$ cat config.mk
export PLATFORM = sky130hd
export DESIGN_NAME = csr_acc_unit
export DESIGN_NICKNAME = d
export VERILOG_FILES = /design/src/rtl/csr_acc_pkg.sv /design/src/rtl/csr_acc_decode.sv /design/src/rtl/csr_acc_merge.sv /design/src/rtl/csr_acc_legality.sv /design/src/rtl/csr_acc_unit.sv
export SDC_FILE = /design/constraint.sdc
export NUM_CORES = 1
export LEC_CHECK = 0
export ABC_AREA = 1
export CAP_MARGIN = 25
export CORE_MARGIN = 8
export CORE_UTILIZATION = 49
export CTS_BUF_LIST = sky130_fd_sc_hd__clkbuf_4
export CTS_CLUSTER_SIZE = 24
export DETAILED_ROUTE_END_ITERATION = 8
export PLACE_DENSITY = 0.83
export SLEW_MARGIN = 20
export SYNTH_ARGS = -nofsm -noshare
export SYNTH_HDL_FRONTEND = slang
export SYNTH_HIERARCHICAL = 1
export SYNTH_SLANG_ARGS = --single-unit
$ cat constraint.sdc
create_clock -name clk -period 3.5 [get_ports clk]
set_input_delay 0.7 -clock clk [delete_from_list [all_inputs] [get_ports clk]]
set_output_delay 0.7 -clock clk [all_outputs]
set_load 0.01 [all_outputs]
$ cat src/rtl/csr_acc_pkg.sv
package csr_acc_pkg;

    typedef enum logic [1:0] {
        KIND_SWAP = 2'b00,
        KIND_SET  = 2'b01,
        KIND_CLR  = 2'b10,
        KIND_BAD  = 2'b11
    } acc_kind_e;

    localparam logic [1:0] PRIV_U = 2'b00;
    localparam logic [1:0] PRIV_S = 2'b01;
    localparam logic [1:0] PRIV_M = 2'b11;

    typedef enum logic [1:0] {
        ST_IDLE   = 2'b00,
        ST_LOOKUP = 2'b01,
        ST_RESP   = 2'b10
    } acc_state_e;

    typedef struct packed {
        logic [1:0] min_priv;
        logic       read_only;
        logic       is_ctr;
        logic       is_xlat;
    } addr_info_t;

endpackage

$ cat src/rtl/csr_acc_decode.sv
module csr_acc_decode
    import csr_acc_pkg::*;
#(
    parameter int ADDR_W      = 12,
    parameter int CTR_W       = 32,
    parameter int XLAT_ADDR   = 'h180,
    parameter int CTR_BASE_LO = 'hC00,
    parameter int CTR_BASE_HI = 'hC80
) (
    input  logic [ADDR_W-1:0] addr,
    output addr_info_t        info
);
    localparam int RO_MSB   = ADDR_W - 1;
    localparam int RO_LSB   = ADDR_W - 2;
    localparam int PRIV_MSB = ADDR_W - 3;
    localparam int PRIV_LSB = ADDR_W - 4;
    localparam logic [ADDR_W-1:0] SPAN_MASK = ADDR_W'(CTR_W - 1);
    localparam logic [ADDR_W-1:0] BASE_LO   = ADDR_W'(CTR_BASE_LO);
    localparam logic [ADDR_W-1:0] BASE_HI   = ADDR_W'(CTR_BASE_HI);
    localparam logic [ADDR_W-1:0] XLAT      = ADDR_W'(XLAT_ADDR);

    logic [ADDR_W-1:0] window;

    always_comb begin
        window         = addr & ~SPAN_MASK;
        info.min_priv  = addr[PRIV_MSB:PRIV_LSB];
        info.read_only = (addr[RO_MSB:RO_LSB] == 2'b11);
        info.is_ctr    = (window == BASE_LO) || (window == BASE_HI);
        info.is_xlat   = (addr == XLAT);
    end
endmodule

$ cat src/rtl/csr_acc_merge.sv
module csr_acc_merge
    import csr_acc_pkg::*;
#(
    parameter int XLEN = 64
) (
    input  acc_kind_e         kind,
    input  logic [XLEN-1:0]   operand,
    input  logic [XLEN-1:0]   old_val,
    output logic [XLEN-1:0]   new_val,
    output logic              mask_nz,
    output logic              mode_ok
);
    logic [XLEN-1:0] wmask;
    logic [XLEN-1:0] src;

    always_comb begin
        unique case (kind)
            KIND_SWAP: begin wmask = '1;      src = operand; end
            KIND_SET:  begin wmask = operand; src = '1;      end
            KIND_CLR:  begin wmask = operand; src = '0;      end
            default:   begin wmask = '0;      src = '0;      end
        endcase
        new_val = (old_val & ~wmask) | (src & wmask);
        mask_nz = |wmask;
    end

    generate
        if (XLEN == 64) begin : g_mode64
            logic [3:0] mode_fld;
            always_comb begin
                mode_fld = new_val[XLEN-1:XLEN-4];
                mode_ok  = (mode_fld == 4'd0) || (mode_fld == 4'd8) ||
                           (mode_fld == 4'd9) || (mode_fld == 4'd10);
            end
        end else begin : g_mode_any
            // A one-bit mode field has no unsupported encoding.
            assign mode_ok = 1'b1;
        end
    endgenerate
endmodule

$ cat src/rtl/csr_acc_legality.sv
module csr_acc_legality
    import csr_acc_pkg::*;
#(
    parameter int CTR_W = 32,
    localparam int CTR_IDX_W = $clog2(CTR_W)
) (
    input  addr_info_t           info,
    input  logic [CTR_IDX_W-1:0] ctr_idx,
    input  logic [1:0]           priv,
    input  logic                 debug,
    input  acc_kind_e            kind,
    input  logic                 mask_nz,
    input  logic                 hit,
    input  logic [CTR_W-1:0]     en_m,
    input  logic [CTR_W-1:0]     en_s,
    input  logic                 xlat_trap,
    output logic                 illegal
);
    logic [CTR_W-1:0] ctr_en;
    logic priv_fail, ro_fail, kind_fail, ctr_fail, xlat_fail;

    always_comb begin
        ctr_en = '1;
        if (priv != PRIV_M) ctr_en = ctr_en & en_m;
        if (priv == PRIV_U) ctr_en = ctr_en & en_s;

        priv_fail = !debug && (priv < info.min_priv);
        ro_fail   = info.read_only && mask_nz;
        kind_fail = (kind == KIND_BAD);
        ctr_fail  = info.is_ctr && !ctr_en[ctr_idx];
        xlat_fail = info.is_xlat && (priv == PRIV_S) && xlat_trap;

        illegal = !hit || priv_fail || ro_fail || kind_fail || ctr_fail || xlat_fail;
    end
endmodule

$ cat src/rtl/csr_acc_unit.sv
module csr_acc_unit
    import csr_acc_pkg::*;
#(
    parameter int XLEN      = 64,
    parameter int ADDR_W    = 12,
    parameter int CTR_W     = 32,
    parameter int XLAT_ADDR = 'h180
) (
    input  logic              clk,
    input  logic              rst_n,
    input  logic              req_valid,
    output logic              req_ready,
    input  logic [ADDR_W-1:0] req_addr,
    input  logic [1:0]        req_kind,
    input  logic [1:0]        req_priv,
    input  logic              req_debug,
    input  logic [XLEN-1:0]   req_operand,
    input  logic [CTR_W-1:0]  ctr_en_m,
    input  logic [CTR_W-1:0]  ctr_en_s,
    input  logic              xlat_trap,
    output logic              resp_valid,
    output logic              resp_illegal,
    output logic [XLEN-1:0]   resp_rdata,
    output logic [ADDR_W-1:0] st_addr,
    input  logic [XLEN-1:0]   st_rd_data,
    input  logic              st_hit,
    output logic              st_wr_en,
    output logic [XLEN-1:0]   st_wr_data
);
    localparam int CTR_IDX_W = $clog2(CTR_W);

    acc_state_e        state, state_nx;
    logic [ADDR_W-1:0] addr_q;
    acc_kind_e         kind_q;
    logic [1:0]        priv_q;
    logic              dbg_q;
    logic [XLEN-1:0]   op_q;

    logic [XLEN-1:0]   res_rdata;
    logic              res_illegal;
    logic              res_wr;
    logic [XLEN-1:0]   res_wdata;

    addr_info_t        info;
    logic [XLEN-1:0]   merged;
    logic              mask_nz, mode_ok, illegal;
    logic              accept;

    assign accept = (state == ST_IDLE) && req_valid;

    csr_acc_decode #(
        .ADDR_W   (ADDR_W),
        .CTR_W    (CTR_W),
        .XLAT_ADDR(XLAT_ADDR)
    ) u_decode (
        .addr(addr_q),
        .info(info)
    );

    csr_acc_merge #(.XLEN(XLEN)) u_merge (
        .kind   (kind_q),
        .operand(op_q),
        .old_val(st_rd_data),
        .new_val(merged),
        .mask_nz(mask_nz),
        .mode_ok(mode_ok)
    );

    csr_acc_legality #(.CTR_W(CTR_W)) u_legal (
        .info     (info),
        .ctr_idx  (addr_q[CTR_IDX_W-1:0]),
        .priv     (priv_q),
        .debug    (dbg_q),
        .kind     (kind_q),
        .mask_nz  (mask_nz),
        .hit      (st_hit),
        .en_m     (ctr_en_m),
        .en_s     (ctr_en_s),
        .xlat_trap(xlat_trap),
        .illegal  (illegal)
    );

    // State register
    always_ff @(posedge clk or negedge rst_n) begin
        if (!rst_n) state <= ST_IDLE;
        else        state <= state_nx;
    end

    // Transitions: IDLE->LOOKUP on accept, LOOKUP->RESP, RESP->IDLE
    always_comb begin
        state_nx = state;
        unique case (state)
            ST_IDLE:   if (req_valid) state_nx = ST_LOOKUP;
            ST_LOOKUP: state_nx = ST_RESP;
            ST_RESP:   state_nx = ST_IDLE;
            default:   state_nx = ST_IDLE;
        endcase
    end

    // Request capture
    always_ff @(posedge clk or negedge rst_n) begin
        if (!rst_n) begin
            addr_q <= '0;
            kind_q <= KIND_SWAP;
            priv_q <= PRIV_M;
            dbg_q  <= 1'b0;
            op_q   <= '0;
        end else if (accept) begin
            addr_q <= req_addr;
            kind_q <= acc_kind_e'(req_kind);
            priv_q <= req_priv;
            dbg_q  <= req_debug;
            op_q   <= req_operand;
        end
    end

    // Result capture at the end of the lookup cycle
    always_ff @(posedge clk or negedge rst_n) begin
        if (!rst_n) begin
            res_rdata   <= '0;
            res_illegal <= 1'b0;
            res_wr      <= 1'b0;
            res_wdata   <= '0;
        end else if (state == ST_LOOKUP) begin
            res_rdata   <= illegal ? '0 : st_rd_data;
            res_illegal <= illegal;
            res_wr      <= !illegal && mask_nz && (!info.is_xlat || mode_ok);
            res_wdata   <= merged;
        end
    end

    // Outputs
    always_comb begin
        req_ready    = 1'b0;
        resp_valid   = 1'b0;
        resp_illegal = 1'b0;
        resp_rdata   = '0;
        st_wr_en     = 1'b0;
        st_addr      = addr_q;
        st_wr_data   = res_wdata;
        unique case (state)
            ST_IDLE:   req_ready = 1'b1;
            ST_LOOKUP: ;
            ST_RESP: begin
                resp_valid   = 1'b1;
                resp_illegal = res_illegal;
                resp_rdata   = res_rdata;
                st_wr_en     = res_wr;
            end
            default: ;
        endcase
    end
endmodule

==> results of run 1 <==
[per-stage QoR]
step | cells | hold WS [ns] | power, uW | util (%) | setup slack (ns)
global placement | 2341 | 0.460 | 8300 | 64.3 | 0.278
floorplan | 1756 | 0.404 | 6520 | - | 0.746
CTS | 2430 | 0.346 | 10500 | 66.9 | 0.0760
detailed placement | 2341 | 0.464 | 8460 | 64.3 | 0.131
global route | 2435 | 0.394 | 11400 | 67.4 | 0.0348
finish | 2437 | 0.404 | 10600 | 67.4 | 0.367
[flip-flops by register name (all words and copies together), names as in the netlist]
signal,count
dbg_q,1
kind_q,2
op_q,64
priv_q,2
res_illegal,1
res_rdata,64
res_wr,1
st_addr,12
st_wr_data,64
state,2
[layer usage]
layer  up-vias  part of all wire [%]  routed length [um]  GRT usage [%]
met3       112                   9.0                3700           6.37
met5         -                 0.085                  35              0
li1       6112                     -                   -              -
met1      5958                    40               16400           33.3
met2       624                    48               19500           45.0
met4         6                   3.4                1390           11.7
[cell usage in the layout, fill, tap and decap left out, types with 2 or more instances in the layout]
master | Yosys | routed
buf_4 | 21 | 13
nor2_2 | 1 | 2
diode_2 | 0 | 5
dfrtp_1 | 211 | 211
ha_2 | 0 | 2
nand2_1 | 762 | 760
nor3_2 | 2 | 2
nor2_1 | 109 | 106
clkinv_1 | 0 | 7
o21ai_0 | 100 | 99
nand4_1 | 10 | 10
buf_12 | 0 | 5
clkbuf_4 | 0 | 80
clkdlybuf4s50_1 | 0 | 355
o21ai_1 | 7 | 8
inv_2 | 2 | 3
buf_6 | 7 | 2
ha_1 | 4 | 2
dfstp_2 | 2 | 2
a21oi_1 | 103 | 103
inv_1 | 157 | 156
nand2_2 | 11 | 11
nand3_1 | 146 | 146
a31oi_1 | 8 | 8
nor2_4 | 1 | 3
[power by group]
group / switching (uW) / total, uW / internal (uW)
logic: 2680 / 4690 / 2020
registers: 595 / 3860 / 3260
clock network: 1000 / 2030 / 1030
total: 4270 / 10600 / 6310
[layout make-up]
type	instances	area (um2)	share of cell area [%]
antenna	5	12.5	0.0770
clock buffer	80	601	3.70
clock inverter	8	33.8	0.208
inverter	160	606	3.73
multi-input combinational	1268	5400	33.2
sequential	213	5330	32.8
tap	324	405	2.50
timing repair buffer	379	3850	23.7
[worst register-to-register path, stage by stage, from the launching register on]
cell and delay, ns:
dfrtp_1 0.43, inv_1 0.09, ha_2 0.29, buf_6 0.20
nand2_1 0.09, nand2_1 0.10, o21ai_1 0.16, nand2_1 0.08
nor2_1 0.15, nand2_1 0.12, nor2_2 0.14, nand2_1 0.10
nand2_1 0.08, nand3_1 0.07, a311oi_1 0.23, nand2_1 0.12
inv_2 0.11, buf_12 0.19, nand2_1 0.13, o21ai_0 0.17
[how the worst min path moves through the flow]
stage | endpoint | slack [ns] | cells past startpoint
5_1_grt | op_q[53]$_DFFE_PN0P_ | 0.39 | 3
4_1_cts | op_q[55]$_DFFE_PN0P_ | 0.35 | 3
3_5_place_dp | st_wr_data[55]$_DFFE_PN0N_ | 0.46 | 2
2_1_floorplan | dbg_q$_DFFE_PN0P_ | 0.40 | 0
3_3_place_gp | dbg_q$_DFFE_PN0P_ | 0.46 | 2
6_report | op_q[55]$_DFFE_PN0P_ | 0.40 | 3
[timing repair]
action	4_1_cts	5_1_grt
hold endpoints to repair	59	0
endpoints found under the setup margin	0	65
hold buffers	1	0
resized for setup	0	11
[kinds of logic (layout without fill, tap and decap cells)]
| family | count (synthesis) | count (layout) | share of synthesized area (%) |
|---|---|---|---|
| AND/OR/NAND/NOR | 1042 | 1042 | 34.9 |
| buffers and inverters | 275 | 627 | 10.5 |
| AO/OA/AOI/OAI | 222 | 222 | 9.50 |
| flip-flops | 213 | 213 | 44.7 |
| adder cells (fa/ha/maj) | 4 | 4 | 0.419 |
| other | 0 | 5 | 0 |
==> run_results.csv, run 1 <==
group,metric,value,unit
route,vias_per_cell,5.26,
run_status,status,"finished clean",
global_routing,grt_max_degree,196,
clock_tree,cts_made_buffers,55,
layout,fin_area,16200,um2
critical_path,worst-path-buf-inv,3,
timing,setup_viol,0,
global_routing,grt_usage,27.1,%
layout,fillers,2094,
timing,worst_clock_skew,0.0259,ns
timing,final.setup.tns,0,ns
synthesis,synth_top_area_share,44.2,%
synthesis,yosys-top-cells-count,"762 x nand2_1, 211 x dfrtp_1, 157 x inv_1",
clock_tree,clock-sinks,213,
floorplan,design.die.area,29600,um2
synthesis,synth-seq-cells,213,
job,drv_cap,0,
placement,place_area,15500,um2
timing,hold_viol,0,
synthesis,synth_area_per_cell,6.80,um2
placement,dp_hpwl,28.8,mm
floorplan,die_x,172,um
critical_path,crit_end,"resp_rdata[1]",
critical_path,critPathLaunch,"state[0]$_DFFE_PN0P_",
critical_path,cp_slowest_cell,"clkdlybuf4s50_1",
route,wire_per_inst,16.9,um
critical_path,r2r_cells,19,
timing,slew_headroom,36.5,%
clock_tree,clockRootBuffer,"clkbuf_4",
synthesis,seq_area_frac_synth,44.7,%
critical_path,crit_path_end_kind,"output pin",
route,drt_iter0_drc,1113,
global_routing,grt_pass1_wl,64.4,mm
floorplan,fp.coreArea,24100,um2
timing,fmax,0.319,GHz
critical_path,cp.depth,5,
critical_path,worstSetupStartpointType,"register",
route,antenna_left,0,
critical_path,cp_max_fo,34,
synthesis,post-synth-top-area-cell,"dfrtp_1",
power,peakVddDrop,0.000321,V
route,num_vias,12800,
clock_tree,insertion_delay,0.68,ns
placement,io_buffers,357,
critical_path,path_class,"register to output pin",
route,drt-total-wl,41.1,mm
clock_tree,cts_tree,"done",
synthesis,synth-edff-count,0,
clock_tree,clockBufferDepth,3,
critical_path,crit_required,2.80,ns
floorplan,rows,57,
synthesis,ys_dominant_reg_cell,"dfrtp_1",
synthesis,yosys.cell_count.top_type,"nand2_1",
floorplan,ios,358,
route,drc,0,
layout,nets,2295,
clock_tree,cts_setup_buffers,0,
global_routing,grt_overflow_total,0,
critical_path,cpLargestDelayFamily,"buffers and inverters",
min_path,min_path_type,"primary input to register",
synthesis,netlist_top_cells_area,"dfrtp_1 44%, nand2_1 24%, nand3_1 6.1%, inv_1 4.9%, a21oi_1 4.3%",
synthesis,syn_nets,1974,
timing,slew_violations,0,
layout,synthToLayoutAreaGrowth,36.1,%
synthesis,ys_types,28,
critical_path,arrival,2.43,ns
critical_path,slowest_delay,0.55,ns
layout,layout-drive-gt1-share,6.31,%
timing,fin_crit,3.13,ns
timing,rsz0062_at_grt,"no",
route,firstDrtPassIters,6,
min_path,min-delay-start,"req_valid",
critical_path,cp_cell_sequence,"inv_1 -> nand2_2 -> buf_4 -> nor2_1 -> clkdlybuf4s50_1",
synthesis,yosys_warnings,6,
floorplan,start_util,49.5,%
power,p_per_area,651,nW/um2
clock_tree,clk_pin_slew,0.07,ns
global_routing,grt_pass1_vias,12600,
global_routing,antenna_found_initial,6,
critical_path,r2r-end,"res_rdata[38]$_DFFE_PN0N_",
clock_tree,cts_max_level,2,
timing,worst_pin_slew,0.952,ns
synthesis,async_flop_share,100,%
critical_path,r2r_slack,0.37,ns
synthesis,syn_area,11900,um2
floorplan,die_h,172,um
placement,gp_congestion,0.845,
timing,fin_crit_sh,89.5,%
synthesis,syn-instance-count,1756,
power,leakagePower,0.00794,uW
critical_path,rr_startpoint,"kind_q[0]$_DFFE_PN0P_",
Power figures use the tool's default switching activity.
==> run 2: changes to the inputs <==
--- a/config.mk
+++ b/config.mk
@@ -7,12 +7,13 @@
 export LEC_CHECK = 0
 export ABC_AREA = 1
 export CAP_MARGIN = 25
+export CELL_PAD_IN_SITES_DETAIL_PLACEMENT = 0
+export CELL_PAD_IN_SITES_GLOBAL_PLACEMENT = 2
 export CORE_MARGIN = 8
-export CORE_UTILIZATION = 49
-export CTS_BUF_LIST = sky130_fd_sc_hd__clkbuf_4
-export CTS_CLUSTER_SIZE = 24
+export CORE_UTILIZATION = 25
+export CTS_CLUSTER_SIZE = 10
 export DETAILED_ROUTE_END_ITERATION = 8
-export PLACE_DENSITY = 0.83
+export PLACE_DENSITY_LB_ADDON = 0.1
 export SLEW_MARGIN = 20
 export SYNTH_ARGS = -nofsm -noshare
 export SYNTH_HDL_FRONTEND = slang
==> run_results.csv, run 2 (synthesis gave the netlist of run 1 again) <==
group,metric,value,unit
run_status,status,"finished clean",
clock_tree,clockBufferDepth,3,
layout,final_common_cell,"nand2_1",
layout,nets,2274,
critical_path,r2r_cells,19,
global_routing,grt_pass1_vias,12000,
timing,fin_crit_sh,92.7,%
floorplan,ios,358,
route,firstDrtPassIters,5,
placement,dp.cells,2639,
critical_path,crit_path_end_kind,"output pin",
power,leakagePower,0.00805,uW
timing,worst_clock_skew,0.0259,ns
placement,io_buffers,357,
timing,fin_ws,0.255,ns
placement,dp_slack,0.0737,ns
job,drv_cap,0,
route,drc,0,
placement,dp_hpwl,35.2,mm
route,drt_iter0_drc,729,
clock_tree,clk_pin_slew,0.06,ns
floorplan,fp.coreArea,47400,um2
timing,hold_viol,0,
clock_tree,clock-sinks,213,
critical_path,arrival,2.54,ns
critical_path,cp_max_fo,44,
layout,multi_input_area,5420,um2
clock_tree,cts_hold_buf,0,
layout,utilization,35.8,%
global_routing,grt_pass1_wl,74.8,mm
critical_path,rr_startpoint,"kind_q[0]$_DFFE_PN0P_",
layout,synthToLayoutAreaGrowth,42.2,%
power,fin_total_pwr,11600,uW
critical_path,r2r_slack,0.38,ns
route,antenna_left,0,
clock_tree,clockRootBuffer,"clkbuf_16",
floorplan,rows,80,
critical_path,slowest_delay,0.58,ns
layout,final_cells,2692,
timing,slew_headroom,41.6,%
clock_tree,cts_made_buffers,28,
global_routing,grt_max_degree,82,
floorplan,die_x,235,um
critical_path,worst-path-buf-inv,3,
critical_path,cp_cell_sequence,"inv_1 -> nand2_8 -> buf_4 -> nor2_1 -> clkdlybuf4s50_1",
critical_path,crit_required,2.80,ns
critical_path,cpLargestDelayFamily,"buffers and inverters",
timing,finalHoldWorstSlack,0.157,ns
floorplan,die_h,235,um
critical_path,path_class,"register to output pin",
placement,gp_congestion,0.761,
global_routing,grt_usage,17.5,%
timing,fin_crit,3.24,ns
power,peakVddDrop,0.000306,V
route,wire_per_inst,18.5,um
timing,worst_pin_slew,0.876,ns
layout,fillers,5185,
timing,slew_violations,0,
clock_tree,insertion_delay,0.56,ns
global_routing,grt_overflow_total,0,
route,vias_per_cell,4.48,
power,p_per_area,681,nW/um2
layout,layout_common_cells,"760 x nand2_1, 355 x clkdlybuf4s50_1, 211 x dfrtp_1, 156 x inv_1, 146 x nand3_1",
timing,setup_viol,0,
route,num_vias,12100,
route,drt-total-wl,49.9,mm
floorplan,design.die.area,55000,um2
layout,layout-drive-gt1-share,4.77,%
min_path,min_path_type,"primary input to async pin",
floorplan,start_util,25.2,%
clock_tree,cts_tree,"done",
critical_path,cp_slowest_cell,"clkdlybuf4s50_1",
critical_path,r2r-end,"res_rdata[30]$_DFFE_PN0N_",
critical_path,worstSetupStartpointType,"register",
global_routing,antenna_found_initial,1,
layout,seq_area,5330,um2
timing,fmax,0.308,GHz
clock_tree,cts_max_level,1,
[run 2: cell types whose count changed in the layout (fill, tap and decap cells not counted), moves of 2 or more]
cell       delta
clkbuf_4     -80
clkbuf_16    +28
clkbuf_1     +10
clkbuf_8      +8
clkinv_1      -7
buf_4         +5
diode_2       -4
buf_16        +3
buf_6         -2
clkinv_2      +2
[run 2: report_power, final]
part           leakage [uW]  total, uW  switching (uW)  internal (uW)
clock network      0.000435       2800            1120           1680
registers           0.00271       3830             561           3260
logic               0.00491       4940            2860           2080
total               0.00805      11600            4540           7020
[run 2: routing by layer]
metal / global-route usage, % / routed length, um
met1: 24.7 / 24000
met2: 27.7 / 22500
met3: 2.72 / 2280
met4: 4.10 / 1130
met5: 0 / 0
[run 2: worst max path at each step]
stage,to,start,slack [ns],cells after the start
5_1_grt,res_rdata[31]$_DFFE_PN0N_,kind_q[0]$_DFFE_PN0P_,-0.005,19
3_5_place_dp,res_rdata[30]$_DFFE_PN0N_,kind_q[0]$_DFFE_PN0P_,0.07,18
6_report,resp_rdata[16],state[0]$_DFFE_PN0P_,0.26,5
2_1_floorplan,res_rdata[14]$_DFFE_PN0N_,kind_q[0]$_DFFE_PN0P_,0.75,21
3_3_place_gp,res_rdata[35]$_DFFE_PN0N_,kind_q[0]$_DFFE_PN0P_,0.18,18
4_1_cts,res_rdata[5]$_DFFE_PN0N_,kind_q[0]$_DFFE_PN0P_,0.07,18
[run 2: metrics by stage]
step / TNS (ns) / cell area [um2]
2_1_floorplan: 0 / 11900
3_3_place_gp: 0 / 15900
3_5_place_dp: 0 / 16000
4_1_cts: 0 / 16900
5_1_grt: -0.00477 / 17000
6_report: 0 / 17000
[run 2: final cells by class]
cell class / instances / share of cell area [%]
inverters: 160 / 3.55
flip-flops and latches: 213 / 31.4
clock buffers: 47 / 5.15
clock inverters: 3 / 0.103
diodes: 1 / 0.0147
multi-input cells: 1268 / 32.0
repair buffers: 385 / 23.3
well taps: 615 / 4.53
[run 2: what timing repair did]
| action | in CTS | in global routing |
|---|---|---|
| endpoints found under the setup margin | 24 | 65 |
| buffers inserted | 0 | 2 |
| gates resized for setup | 1 | 3 |
| endpoints found under the hold margin | 0 | 0 |
| pin swaps | 0 | 1 |
==> run 3: changes to the inputs <==
--- a/config.mk
+++ b/config.mk
@@ -8,9 +8,9 @@
 export ABC_AREA = 1
 export CAP_MARGIN = 25
 export CELL_PAD_IN_SITES_DETAIL_PLACEMENT = 0
-export CELL_PAD_IN_SITES_GLOBAL_PLACEMENT = 2
+export CELL_PAD_IN_SITES_GLOBAL_PLACEMENT = 1
 export CORE_MARGIN = 8
-export CORE_UTILIZATION = 25
+export CORE_UTILIZATION = 33
 export CTS_CLUSTER_SIZE = 10
 export DETAILED_ROUTE_END_ITERATION = 8
 export PLACE_DENSITY_LB_ADDON = 0.1
==> run_results.csv, run 3 (synthesis gave the netlist of run 1 again) <==
group,metric,value,unit
run_status,status,"finished clean",
clock_tree,clock-sinks,213,
layout,synthToLayoutAreaGrowth,39.1,%
critical_path,slowest_delay,0.41,ns
power,leakagePower,0.00798,uW
route,num_vias,12000,
clock_tree,cts_tree,"done",
floorplan,start_util,33.6,%
clock_tree,cts_made_buffers,26,
timing,fmax,0.309,GHz
critical_path,r2r_cells,19,
floorplan,design.die.area,42500,um2
floorplan,die_x,206,um
critical_path,r2r_slack,0.26,ns
global_routing,antenna_found_initial,6,
timing,hold_viol,0,
layout,nets,2270,
clock_tree,clockRootBuffer,"clkbuf_16",
placement,dp_hpwl,30.1,mm
layout,n_antenna_cell,0,
route,wire_per_inst,17.6,um
power,fin_total_pwr,11100,uW
critical_path,cp.depth,19,
critical_path,crit_path_frequent_cell,"nand2_1",
critical_path,arrival,3.67,ns
global_routing,grt_pass1_wl,68.8,mm
route,firstDrtPassIters,7,
placement,gp_congestion,0.753,
min_path,min_path_type,"primary input to async pin",
critical_path,crit_required,3.93,ns
timing,slew_violations,0,
global_routing,grt_overflow_total,0,
power,peakVddDrop,0.000360,V
clock_tree,clockBufferDepth,3,
clock_tree,cts_hold_buf,0,
critical_path,crit_end,"res_rdata[23]$_DFFE_PN0N_",
timing,fin_crit_sh,92.6,%
floorplan,die_h,206,um
critical_path,r2r-end,"res_rdata[23]$_DFFE_PN0N_",
timing,fin_crit,3.24,ns
layout,final_common_cell,"nand2_1",
clock_tree,clk_pin_slew,0.06,ns
floorplan,ios,358,
route,antenna_left,0,
route,drt_iter0_drc,851,
timing,setup_viol,0,
clock_tree,insertion_delay,0.52,ns
critical_path,worstSetupStartpointType,"register",
job,drv_cap,0,
route,vias_per_cell,4.76,
global_routing,grt_usage,20.2,%
floorplan,rows,69,
placement,dp.cells,2482,
route,drt-total-wl,44.3,mm
critical_path,path_class,"register to register",
timing,fin_ws,0.260,ns
layout,layout-drive-gt1-share,4.37,%
timing,slew_headroom,33.0,%
timing,worst_pin_slew,1.01,ns
layout,fillers,3720,
global_routing,grt_max_degree,112,
critical_path,cp_max_fo,32,
power,p_per_area,670,nW/um2
critical_path,critPathLaunch,"kind_q[1]$_DFFE_PN0P_",
layout,layout_common_cells,"760 x nand2_1, 355 x clkdlybuf4s50_1, 211 x dfrtp_1, 156 x inv_1, 146 x nand3_1",
critical_path,crit_path_end_kind,"register",
global_routing,grt_pass1_vias,12100,
critical_path,cp_slowest_cell,"dfrtp_1",
layout,final_cells,2521,
floorplan,fp.coreArea,35600,um2
critical_path,cpLargestDelayFamily,"simple AND/OR/NAND/NOR gates",
placement,dp_slack,0.0459,ns
route,drc,0,
critical_path,rr_startpoint,"kind_q[1]$_DFFE_PN0P_",
critical_path,worst-path-buf-inv,4,
placement,io_buffers,357,
critical_path,cp_cell_sequence,"inv_1 -> ha_4 -> buf_12 -> nand2_1 -> nand2_1 -> nand2_1 -> nand4_1 -> nor2_1 -> nand2_1 -> nor2_1 -> nand2_1 -> nand2_1 -> nand3_1 -> a311oi_1 -> nand2_1 -> inv_2 -> buf_6 -> nand2_1 -> o21ai_0",
clock_tree,cts_max_level,1,
timing,worst_clock_skew,0.00577,ns
## run 3: cell count changes in the layout (fill, tap and decap cells not counted), sizes merged
| cell | delta |
|---|---|
| diode | -1 |
| clkinvlp | -1 |
| buf | -2 |
| clkinv | -1 |
| clkbuf | -12 |
## run 3: repair_timing
action	4_1_cts	5_1_grt
resized for setup	0	1
setup endpoints to repair	0	39
buffers inserted	0	2
## run 3: area by class of cell
| cell class | instances | area (um2) | area share [%] |
|---|---|---|---|
| Multi-Input combinational cell | 1268 | 5410 | 32.6 |
| Sequential cell | 213 | 5330 | 32.1 |
| Clock inverter | 1 | 5.00 | 0.0301 |
| Clock buffer | 35 | 766 | 4.61 |
| Inverter | 160 | 603 | 3.63 |
| Tap cell | 461 | 577 | 3.47 |
| Timing Repair Buffer | 383 | 3910 | 23.6 |
## run 3: routing by layer
| metal | vias to the layer above | share of wire, % | global-route usage [%] |
|---|---|---|---|
| met2 | 309 | 48 | 34.0 |
| met1 | 5599 | 44 | 26.5 |
| met3 | 50 | 6.7 | 4.75 |
| li1 | 6042 | - | - |
| met4 | 12 | 1.4 | 3.50 |
| met5 | - | 0.19 | 0 |
## run 3: metrics by stage
step | util (%) | setup TNS [ns] | instance area (um2) | hold WS [ns]
6_report | 46.7 | 0 | 16600 | 0.199
4_1_cts | 46.4 | 0 | 16500 | 0.253
3_3_place_gp | 44.2 | 0 | 15700 | 0.463
5_1_grt | 46.7 | -0.00335 | 16600 | 0.289
3_5_place_dp | 44.3 | 0 | 15800 | 0.465
2_1_floorplan | - | 0 | 11900 | 0.404
## run 3: report_power, final
part	total, uW	switching, uW	leakage, uW	internal [uW]
registers	3800	539	0.00271	3260
logic	4810	2760	0.00489	2060
clock network	2510	1010	0.000382	1490
## run 3: how the worst min path moves through the flow
stage                                    start                         end  slack [ns]  cells past startpoint
floorplan                                rst_n           dbg_q$_DFFE_PN0P_        0.40                      0
global placement    st_wr_data[38]$_DFFE_PN0N_  st_wr_data[38]$_DFFE_PN0N_        0.46                      2
detailed placement  st_wr_data[36]$_DFFE_PN0N_  st_wr_data[36]$_DFFE_PN0N_        0.46                      2
CTS                                      rst_n      st_addr[4]$_DFFE_PN0P_        0.25                      1
global route                             rst_n      st_addr[4]$_DFFE_PN0P_        0.29                      1
finish                                   rst_n      st_addr[5]$_DFFE_PN0P_        0.20                      1
## run 3: worst reg2reg max path: stages (launching register included)
cell and delay (ns):
dfrtp_1 0.41, inv_1 0.14, ha_4 0.32, buf_12 0.23
nand2_1 0.08, nand2_1 0.04, nand2_1 0.10, nand4_1 0.11
nor2_1 0.17, nand2_1 0.07, nor2_1 0.16, nand2_1 0.14
nand2_1 0.08, nand3_1 0.07, a311oi_1 0.25, nand2_1 0.12
inv_2 0.10, buf_6 0.25, nand2_1 0.11, o21ai_0 0.19
